<file path="config.mk">
export PLATFORM = sky130hd
export DESIGN_NAME = intvec_ctrl
export DESIGN_NICKNAME = d
export VERILOG_FILES = /design/src/rtl/intvec_pkg.sv /design/src/rtl/intvec_latch.sv /design/src/rtl/intvec_prio.sv /design/src/rtl/intvec_regs.sv /design/src/rtl/intvec_fsm.sv /design/src/rtl/intvec_ctrl.sv
export SDC_FILE = /design/constraint.sdc
export NUM_CORES = 1
export LEC_CHECK = 0
export ABC_AREA = 1
export BUFFER_PORTS_ARGS = -buffer_cell sky130_fd_sc_hd__buf_4
export CAP_MARGIN = 20
export CORE_MARGIN = 2
export CORE_UTILIZATION = 39
export CTS_BUF_LIST = sky130_fd_sc_hd__clkbuf_8
export DETAILED_ROUTE_END_ITERATION = 10
export PLACE_DENSITY = 0.68
export SYNTH_ARGS = -nofsm -noshare
export SYNTH_HDL_FRONTEND = slang
export SYNTH_HIERARCHICAL = 1
export SYNTH_SLANG_ARGS = --single-unit
</file>
<file path="constraint.sdc">
create_clock -name clk -period 2.9 [get_ports clk]
set_input_delay 0.145 -clock clk [delete_from_list [all_inputs] [get_ports clk]]
set_output_delay 0.145 -clock clk [all_outputs]
set_load 0.1 [all_outputs]
</file>
<file path="src/rtl/intvec_pkg.sv">
package intvec_pkg;

    typedef enum logic [1:0] {
        ST_IDLE   = 2'd0,
        ST_RAISED = 2'd1,
        ST_ACKED  = 2'd2
    } irq_state_e;

endpackage

</file>
<file path="src/rtl/intvec_latch.sv">
module intvec_latch #(
    parameter int NUM_SRC = 17
) (
    input  logic               clk,
    input  logic               rst_n,
    input  logic [NUM_SRC-1:0] req,
    input  logic [NUM_SRC-1:0] clr,
    output logic [NUM_SRC-1:0] pend
);

    for (genvar g = 0; g < NUM_SRC; g++) begin : g_bit
        logic bit_q;
        // a live request on the clearing edge keeps the bit set
        always_ff @(posedge clk or negedge rst_n) begin
            if (!rst_n) bit_q <= 1'b0;
            else        bit_q <= (bit_q & ~clr[g]) | req[g];
        end
        assign pend[g] = bit_q;
    end

endmodule

</file>
<file path="src/rtl/intvec_prio.sv">
module intvec_prio #(
    parameter int NUM_DEV = 16,
    localparam int NUM_SRC = NUM_DEV + 1,
    localparam int IDX_W = $clog2(NUM_SRC)
) (
    input  logic [NUM_SRC-1:0] cand,
    output logic               win_valid,
    output logic [IDX_W-1:0]   win_idx
);

    always_comb begin
        win_valid = 1'b0;
        win_idx   = '0;
        // lowest priority first, so later hits override
        for (int i = NUM_DEV - 1; i >= 0; i--) begin
            if (cand[i]) begin
                win_valid = 1'b1;
                win_idx   = IDX_W'(i);
            end
        end
        if (cand[NUM_DEV]) begin
            win_valid = 1'b1;
            win_idx   = IDX_W'(NUM_DEV);
        end
    end

endmodule

</file>
<file path="src/rtl/intvec_regs.sv">
module intvec_regs #(
    parameter int NUM_DEV = 16,
    parameter int VEC_W   = 8,
    parameter int DATA_W  = 32,
    parameter int ADDR_W  = 5,
    localparam int NUM_SRC = NUM_DEV + 1,
    localparam int IDX_W = $clog2(NUM_SRC),
    localparam int MASK_ADDR = NUM_DEV + 1,
    localparam int ID_ADDR = NUM_DEV + 2
) (
    input  logic               clk,
    input  logic               rst_n,
    input  logic               wr_en,
    input  logic               rd_en,
    input  logic [ADDR_W-1:0]  addr,
    input  logic [DATA_W-1:0]  wdata,
    input  logic               win_valid,
    input  logic [IDX_W-1:0]   win_idx,
    output logic [NUM_SRC-1:0] mask,
    output logic [DATA_W-1:0]  rdata
);

    logic [VEC_W-1:0]   vec_q [NUM_SRC];
    logic [NUM_SRC-1:0] mask_q;
    logic [DATA_W-1:0]  rdata_q;
    logic               unused_wdata;

    assign unused_wdata = ^wdata;

    always_ff @(posedge clk or negedge rst_n) begin
        if (!rst_n) begin
            for (int s = 0; s < NUM_SRC; s++) vec_q[s] <= '0;
            mask_q <= '0;
        end else if (wr_en) begin
            if (int'(addr) < NUM_SRC)
                vec_q[addr] <= wdata[VEC_W-1:0];
            else if (int'(addr) == MASK_ADDR)
                mask_q <= wdata[NUM_SRC-1:0];
        end
    end

    always_ff @(posedge clk or negedge rst_n) begin
        if (!rst_n) begin
            rdata_q <= '0;
        end else if (rd_en) begin
            if (int'(addr) < NUM_SRC)
                rdata_q <= DATA_W'(vec_q[addr]);
            else if (int'(addr) == MASK_ADDR)
                rdata_q <= DATA_W'(mask_q);
            else if (int'(addr) == ID_ADDR)
                rdata_q <= win_valid ? DATA_W'(vec_q[win_idx]) : '0;
            else
                rdata_q <= '0;
        end
    end

    assign mask  = mask_q;
    assign rdata = rdata_q;

endmodule

</file>
<file path="src/rtl/intvec_fsm.sv">
module intvec_fsm
    import intvec_pkg::*;
(
    input  logic clk,
    input  logic rst_n,
    input  logic any_cand,
    input  logic id_ack,
    output logic irq
);

    irq_state_e state_q, state_d;

    always_ff @(posedge clk or negedge rst_n) begin
        if (!rst_n) state_q <= ST_IDLE;
        else        state_q <= state_d;
    end

    always_comb begin
        state_d = state_q;
        unique case (state_q)
            ST_IDLE:   state_d = id_ack ? ST_ACKED : (any_cand ? ST_RAISED : ST_IDLE);
            ST_RAISED: state_d = id_ack ? ST_ACKED : (any_cand ? ST_RAISED : ST_IDLE);
            ST_ACKED:  state_d = id_ack ? ST_ACKED : (any_cand ? ST_RAISED : ST_IDLE);
            default:   state_d = ST_IDLE;
        endcase
    end

    always_comb begin
        unique case (state_q)
            ST_RAISED: irq = 1'b1;
            default:   irq = 1'b0;
        endcase
    end

endmodule

</file>
<file path="src/rtl/intvec_ctrl.sv">
module intvec_ctrl #(
    parameter int NUM_DEV = 16,
    parameter int VEC_W   = 8,
    parameter int DATA_W  = 32,
    parameter int ADDR_W  = $clog2(NUM_DEV + 3)
) (
    input  logic               clk,
    input  logic               rst_n,
    input  logic [NUM_DEV-1:0] dev_req,
    input  logic               err_req,
    input  logic               wr_en,
    input  logic               rd_en,
    input  logic [ADDR_W-1:0]  addr,
    input  logic [DATA_W-1:0]  wdata,
    output logic [DATA_W-1:0]  rdata,
    output logic               irq
);

    localparam int NUM_SRC = NUM_DEV + 1;
    localparam int IDX_W   = $clog2(NUM_SRC);
    localparam int ID_ADDR = NUM_DEV + 2;

    logic [NUM_SRC-1:0] src_req, pend_q, mask, cand, clr;
    logic               win_valid, any_cand, id_ack;
    logic [IDX_W-1:0]   win_idx;

    assign src_req  = {err_req, dev_req};
    assign cand     = pend_q & mask;
    assign any_cand = |cand;
    assign id_ack   = rd_en && (addr == ADDR_W'(ID_ADDR)) && win_valid;

    always_comb begin
        clr = '0;
        if (id_ack) clr[win_idx] = 1'b1;
    end

    intvec_latch #(.NUM_SRC(NUM_SRC)) u_latch (
        .clk(clk), .rst_n(rst_n), .req(src_req), .clr(clr), .pend(pend_q)
    );

    intvec_prio #(.NUM_DEV(NUM_DEV)) u_prio (
        .cand(cand), .win_valid(win_valid), .win_idx(win_idx)
    );

    intvec_regs #(.NUM_DEV(NUM_DEV), .VEC_W(VEC_W), .DATA_W(DATA_W), .ADDR_W(ADDR_W)) u_regs (
        .clk(clk), .rst_n(rst_n), .wr_en(wr_en), .rd_en(rd_en), .addr(addr),
        .wdata(wdata), .win_valid(win_valid), .win_idx(win_idx),
        .mask(mask), .rdata(rdata)
    );

    intvec_fsm u_fsm (
        .clk(clk), .rst_n(rst_n), .any_cand(any_cand), .id_ack(id_ack), .irq(irq)
    );

endmodule

</file>
Yosys cells after proc, flatten, opt, wreduce, memory -nomap -nowiden --
Cells that the tools add are included.
Storage, ports and cells: flip-flop bits (word level) 204, word-level logic and storage cells 166
Operators by class: $lt $le $gt $ge 6, equality and inequality tests 5, multiplexer cells 54, bitwise gates (word level) 55, reduce and logical (&&, ||, !) cells 9
Operators with widths (count):
- $bwmux 136 | 1
- $mux 32 | 3
- $bmux 8 s5 | 2
- $mux 4 | 16
- $mux 8 | 6
- $demux 8 s5 | 1
- $mux 1 | 20
- $not 1->1 | 18
- $and 1x1->1 | 17
- $and 17x17->17 | 1
- $mux 17 | 1
- $or 1x1->1 | 17
- $reduce_or 17->1 | 1
- $eq 5x5->1 const B | 3
- $ge 6x6->1 const B | 2
- $not 5->6 | 2
- $lt 5x6->1 const B | 1
- $lt 6x1->1 const B | 1
- $demux 1 s5 | 1
- $ge 5x1->1 const B | 1
- $lt 5x5->1 const B | 1
- $mux 5 | 1
- $logic_and 1x1->1 | 4
- $mux 2 | 2
- other kinds (6) | 6

Longest topological paths before layout --
depth after elaboration 26, depth in mapped cells 29

Modules after synthesis --
The synthesis kept the hierarchy.
By module, submodules not included:
- intvec_regs | instances 1, cells each 1320, area an instance 9600.5 µm², seq. area each 4254.1 µm²
- intvec_latch | instances 1, cells each 102, area an instance 808.3 µm², seq. area each 425.4 µm²
- intvec_ctrl | instances 1, cells each 84, area an instance 362.8 µm², seq. area each 0.0 µm²
- intvec_prio | instances 1, cells each 53, area an instance 227.7 µm², seq. area each 0.0 µm²
- intvec_fsm | instances 1, cells each 10, area an instance 80.1 µm², seq. area each 50.0 µm²

Least setup slack after synthesis --
OpenSTA, ideal clock, no wires.
path type register -> register, start point register u_latch.g_bit[14].bit_q, end point register u_regs.rdata_q[7], in the netlist u_regs/rdata[7], arrival time 2.293 ns, slack 0.482 ns, cell stages (with the launch flop) 30, path buffers 3, cell sequence dfrtp_1 > buf_4 > nand2_1 > inv_1 > inv_1 > nand2_1 > nand2_1 > nand2_1 > nand2_1 > nand2_1 > nand2_1 > nand2_1 > nand2_1 > nand2_1 > nand2_1 > nand2_1 > nand2_1 > nand2_1 > a21oi_2 > buf_2 > buf_2 > nand2_1 > nand3_1 > nand3_1 > nand3_1 > nand2_1 > nand2_1 > nand2_1 > nand2_1 > a21oi_1
Between the ends: cells in the longest elaborated chain, start to end 25, elaborated cells between the ends (all ways) 41, those cells by class mux (39); bitwise (2)
RTL lines:
- start: declaration | line intvec_latch.sv:12 | logic bit_q;
- start signal: assignment | line intvec_latch.sv:16 | else bit_q <= (bit_q & ~clr[g]) | req[g];
- $and 17x17->17 | line intvec_ctrl.sv:28 | assign cand = pend_q & mask;
- via cand[14] | line intvec_ctrl.sv:23 | logic [NUM_SRC-1:0] src_req, pend_q, mask, cand, clr;
- $mux 4 (15 in a row) | line intvec_prio.sv:16 | if (cand[i]) begin
- $mux 5 | line intvec_prio.sv:21 | if (cand[NUM_DEV]) begin
- via win_idx[0] | line intvec_ctrl.sv:25 | logic [IDX_W-1:0] win_idx;
- $not 5->6 (not written as such) | line intvec_regs.sv:51 | rdata_q <= win_valid ? DATA_W'(vec_q[win_idx]) : '0;
- $bmux 8 s5 | line intvec_regs.sv:51
- $mux 8 (not written as such) (2 in a row) | line intvec_regs.sv:51
- $mux 8 | line intvec_regs.sv:51
- $mux 32 | line intvec_regs.sv:50 | else if (int'(addr) == ID_ADDR)
- $mux 32 | line intvec_regs.sv:48 | else if (int'(addr) == MASK_ADDR)
- $mux 32 | line intvec_regs.sv:46 | if (int'(addr) < NUM_SRC)
- end signal: assignment | line intvec_regs.sv:47 | rdata_q <= DATA_W'(vec_q[addr]);
- end signal: assignment | line intvec_regs.sv:49 | rdata_q <= DATA_W'(mask_q);
- end signal: assignment | line intvec_regs.sv:51
- end: declaration | line intvec_regs.sv:25 | logic [DATA_W-1:0] rdata_q;
The timed path passes the listed nets, and every way through them passes these cells. The select of a mux whose other input is x is not followed. A chain may end at the register's enable or synchronous reset.

Worst setup path in the final report --
start point register u_regs.mask_q[13], in the netlist u_regs/mask[13], end point register u_regs.rdata_q[4], in the netlist u_regs/rdata[4]
Between the ends: cells in the longest elaborated chain, start to end 24, elaborated cells between the ends (all ways) 39, those cells by class mux (37); bitwise (2)
RTL lines:
- start: declaration | line intvec_regs.sv:24 | logic [NUM_SRC-1:0] mask_q;
- start signal: assignment | line intvec_regs.sv:38 | mask_q <= wdata[NUM_SRC-1:0];
- $and 17x17->17 | line intvec_ctrl.sv:28
- via cand[13] | line intvec_ctrl.sv:23
- $mux 4 (14 in a row) | line intvec_prio.sv:16
- $mux 5 | line intvec_prio.sv:21
- via win_idx[0] | line intvec_ctrl.sv:25
- $not 5->6 (not written as such) | line intvec_regs.sv:51
- $bmux 8 s5 | line intvec_regs.sv:51
- $mux 8 (not written as such) (2 in a row) | line intvec_regs.sv:51
- $mux 8 | line intvec_regs.sv:51
- $mux 32 | line intvec_regs.sv:50
- $mux 32 | line intvec_regs.sv:48
- $mux 32 | line intvec_regs.sv:46
The timed path passes the listed nets, and every way through them passes these cells. The select of a mux whose other input is x is not followed.

==> flow_metrics.env <==
export IMPL_outcome="complete, no violations"
export IMPL_clkTransAtPathRegs_ns=0.11
export IMPL_drt_iter0_drc=1208
export IMPL_numCtsBuffers=17
export IMPL_period_minus_slack_ns=2.72
export IMPL_seq_area_frac_synth_pct=42.7
export IMPL_clockRootBuffer="clkbuf_8"
export IMPL_first_pass_iters=6
export IMPL_peakVddDrop_mv=0.384
export IMPL_path_common_cell="nand2_1"
export IMPL_portBuffers=60
export IMPL_cts_max_path_buffers=2
export IMPL_synth_top_area_share_pct=42.7
export IMPL_vias=10300
export IMPL_overflow=0
export IMPL_synth_area_um2=11100
export IMPL_synth_area_top_cells="dfrtp_1 43%, nand2_1 17%, inv_1 7.5%"
export IMPL_slew_viol_final=0
export IMPL_placed_area_um2=11600
export IMPL_max_clock_freq_mhz=368
export IMPL_rr_startpoint="u_regs/mask[13]$_DFFE_PN0P_"
export IMPL_cp_end_kind="flip-flop"
export IMPL_syn_inst=1569
export IMPL_min_from="wdata[5]"
export IMPL_async_reset_ff_share_pct=100
export IMPL_fin_nets=1663
export IMPL_fin_area_um2=12400
export IMPL_routed_wl_mm=33.0
export IMPL_num_rows=61
export IMPL_fp_dieW_um=173
export IMPL_yosys_top_cells_count="514 x nand2_1, 222 x inv_1, 189 x dfrtp_1, 144 x o21ai_0, 142 x nand3_1"
export IMPL_hpwl_mm=21.5
export IMPL_die_height_um=173
export IMPL_wl_per_cell_um=16.5
export IMPL_cts_sinks=189
export IMPL_syn_area_per_cell_um2=7.06
export IMPL_path_delay_family="simple AND/OR/NAND/NOR gates"
export IMPL_grtUsageTotal_pct=22.0
export IMPL_leakagePower_nw=6.15
export IMPL_cts_htree_levels=4
export IMPL_io_pins=91
export IMPL_drive_gt1_share_pct=11.9
export IMPL_cp_arrival_ns=3.08
export IMPL_yosys_warnings=6
export IMPL_setup_viol=0
export IMPL_worst_setup_path_start_kind="flip-flop"
export IMPL_area_delta_synth_final_pct=12.4
export IMPL_max_slew_margin_rel_pct=51.4
export IMPL_cp_slowest_cell="dfrtp_1"
export IMPL_ant_nets=0
export IMPL_grt_pass1_vias=9474
export IMPL_antenna_cells=0
export IMPL_fp_coreArea_um2=27900
export IMPL_synth_edf_count=0
export IMPL_worstSetupPathType="flip-flop to flip-flop"
export IMPL_fin_total_pwr_mw=8.67
export IMPL_place_congestion=0.881
export IMPL_worstPathRequired_ns=3.26
export IMPL_clock_latency_ns=0.48
export IMPL_startpoint="u_regs/mask[13]$_DFFE_PN0P_"
export IMPL_synth_top_area_cell="dfrtp_1"
export IMPL_die_area_um2=29800
export IMPL_hold_path_class="input port to flip-flop"
export IMPL_grt_antenna_before_repair=0
export IMPL_hold_viol_final=0
export IMPL_post_route_period_util_pct=93.8
export IMPL_cts_tree="done"
export IMPL_max_cap_violations=0
export IMPL_timing_hold_ws_ns=0.0514
export IMPL_finalSetupTns_ns=0
export IMPL_route_detailed_drc=0
export IMPL_ys_seq_elements=189
export IMPL_grt_pass1_wl_mm=51.8
export IMPL_grt_max_degree=86
export IMPL_clock_skew_ns=0.0178
export IMPL_p_per_area_nw_per_um2=697
export IMPL_start_util_pct=39.8
export IMPL_path_max_fanout=16
export IMPL_cp_slowest_stage_delay_ns=0.41
export IMPL_ys_flop_type="dfrtp_1"
export IMPL_yosys_cell_types_count=36
export IMPL_crit_buf_inv=4
export IMPL_synth_most_common_cell="nand2_1"
export IMPL_r2r_slack_ns=0.18
export IMPL_viasPerCell=5.16
export IMPL_worstMarginPinSlew_ns=0.729
-- kinds of logic (layout without fill, tap and decap cells) --
kind of cell | after synthesis | after routing | synth area share, %
AO/OA/AOI/OAI | 206 | 206 | 9.47
other | 1 | 15 | 0.0338
flip-flops | 189 | 189 | 42.7
AND/OR/NAND/NOR | 818 | 818 | 32.2
multiplexers | 9 | 9 | 0.949
buffers and inverters | 346 | 381 | 14.7
-- sequential cells by signal (all words and copies together), names as in the netlist --
register	flops
u_regs/mask	17
u_regs/vec_q	136
u_latch/g_bit.bit_q	17
u_fsm/state_q	2
u_regs/rdata	17
-- power breakdown --
part | leakage, nW | switching, mW | internal [mW]
clock | 0.239 | 1.03 | 1.10
combinational | 3.79 | 2.17 | 1.01
sequential | 2.12 | 0.256 | 3.11
-- cell usage in the layout, fill, tap and decap left out, types with 3 or more instances in the layout --
master / n
nand2_1: 514
a21oi_1: 48
conb_1: 15
o21ai_1: 7
buf_4: 77
inv_8: 3
nand2_4: 5
nand4_1: 13
nor3_1: 10
dlygate4sd3_1: 27
inv_1: 222
nand3_2: 14
clkbuf_8: 20
inv_6: 3
nand3_1: 129
nor2_4: 19
buf_12: 6
dfrtp_1: 189
bufinv_16: 5
mux2_2: 8
nor2_1: 103
o21ai_0: 144
nor3_4: 3
inv_2: 12
-- stage by stage --
stage	utilization [%]	cells	setup WS (ns)
floorplan	-	1583	0.482
global placement	41.5	1933	0.253
detailed placement	41.5	1933	0.265
CTS	44.3	1992	0.226
global route	44.7	1996	-0.00633
finish	44.7	1996	0.179
-- layer usage --
metal,up-vias,GRT usage (%),share of wire (%),wire length [um]
met5,-,0,0,0
met4,0,7.23,2.3,772
met3,50,3.23,8.0,2660
met2,489,34.8,46,15200
met1,4905,31.1,43,14400
li1,4863,-,-,-
-- path summary, 6_finish.rpt --
path / end / cells after the start
max in group asynchronous: u_regs/vec_q[94]$_DFFE_PN0P_ / 3
worst min-delay path: u_regs/vec_q[61]$_DFFE_PN0P_ / 3
worst max-delay path: u_regs/rdata[4]$_DFFE_PN0P_ / 27
min in group asynchronous: u_regs/vec_q[48]$_DFFE_PN0P_ / 2
worst max register to register: u_regs/rdata[4]$_DFFE_PN0P_ / 27
worst min register to register: u_latch/g_bit[16].bit_q$_DFF_PN0_ / 2
-- worst reg2reg max path: stages, from the launching register on --
cell       delay [ns]
dfrtp_1          0.41
nand2_1          0.09
inv_1            0.08
inv_1            0.06
nand2_1          0.06
nand2_1          0.05
nand2_1          0.05
nand2_1          0.04
nand2_1          0.05
nand2_1          0.04
nand2_1          0.05
nand2_1          0.04
nand2_1          0.05
nand2_1          0.05
nand2_1          0.05
nand2_1          0.09
a21oi_4          0.25
buf_4            0.19
clkbuf_16        0.19
nand2_1          0.07
nand3_1          0.08
nand3_1          0.10
nand3_1          0.14
nand2_1          0.07
nand2_1          0.08
nand2_1          0.05
nand2_1          0.05
a21oi_1          0.06
-- repair_timing --
item / CTS / global route
resized for setup: 0 / 15
endpoints found under the setup margin: 0 / 8
setup buffers: 0 / 3
hold endpoints to repair: 107 / 0
hold buffers: 27 / 0
-- cell type report --
cell class / instances / area (um^2)
well taps: 378 / 473
clock inverters: 13 / 225
multi-input cells: 1048 / 4860
flip-flops and latches: 189 / 4730
repair buffers: 113 / 1020
inverters: 236 / 886
fillers: 2772 / 15400
clock buffers: 19 / 262
No activity file was read; power rests on OpenSTA's default activity.
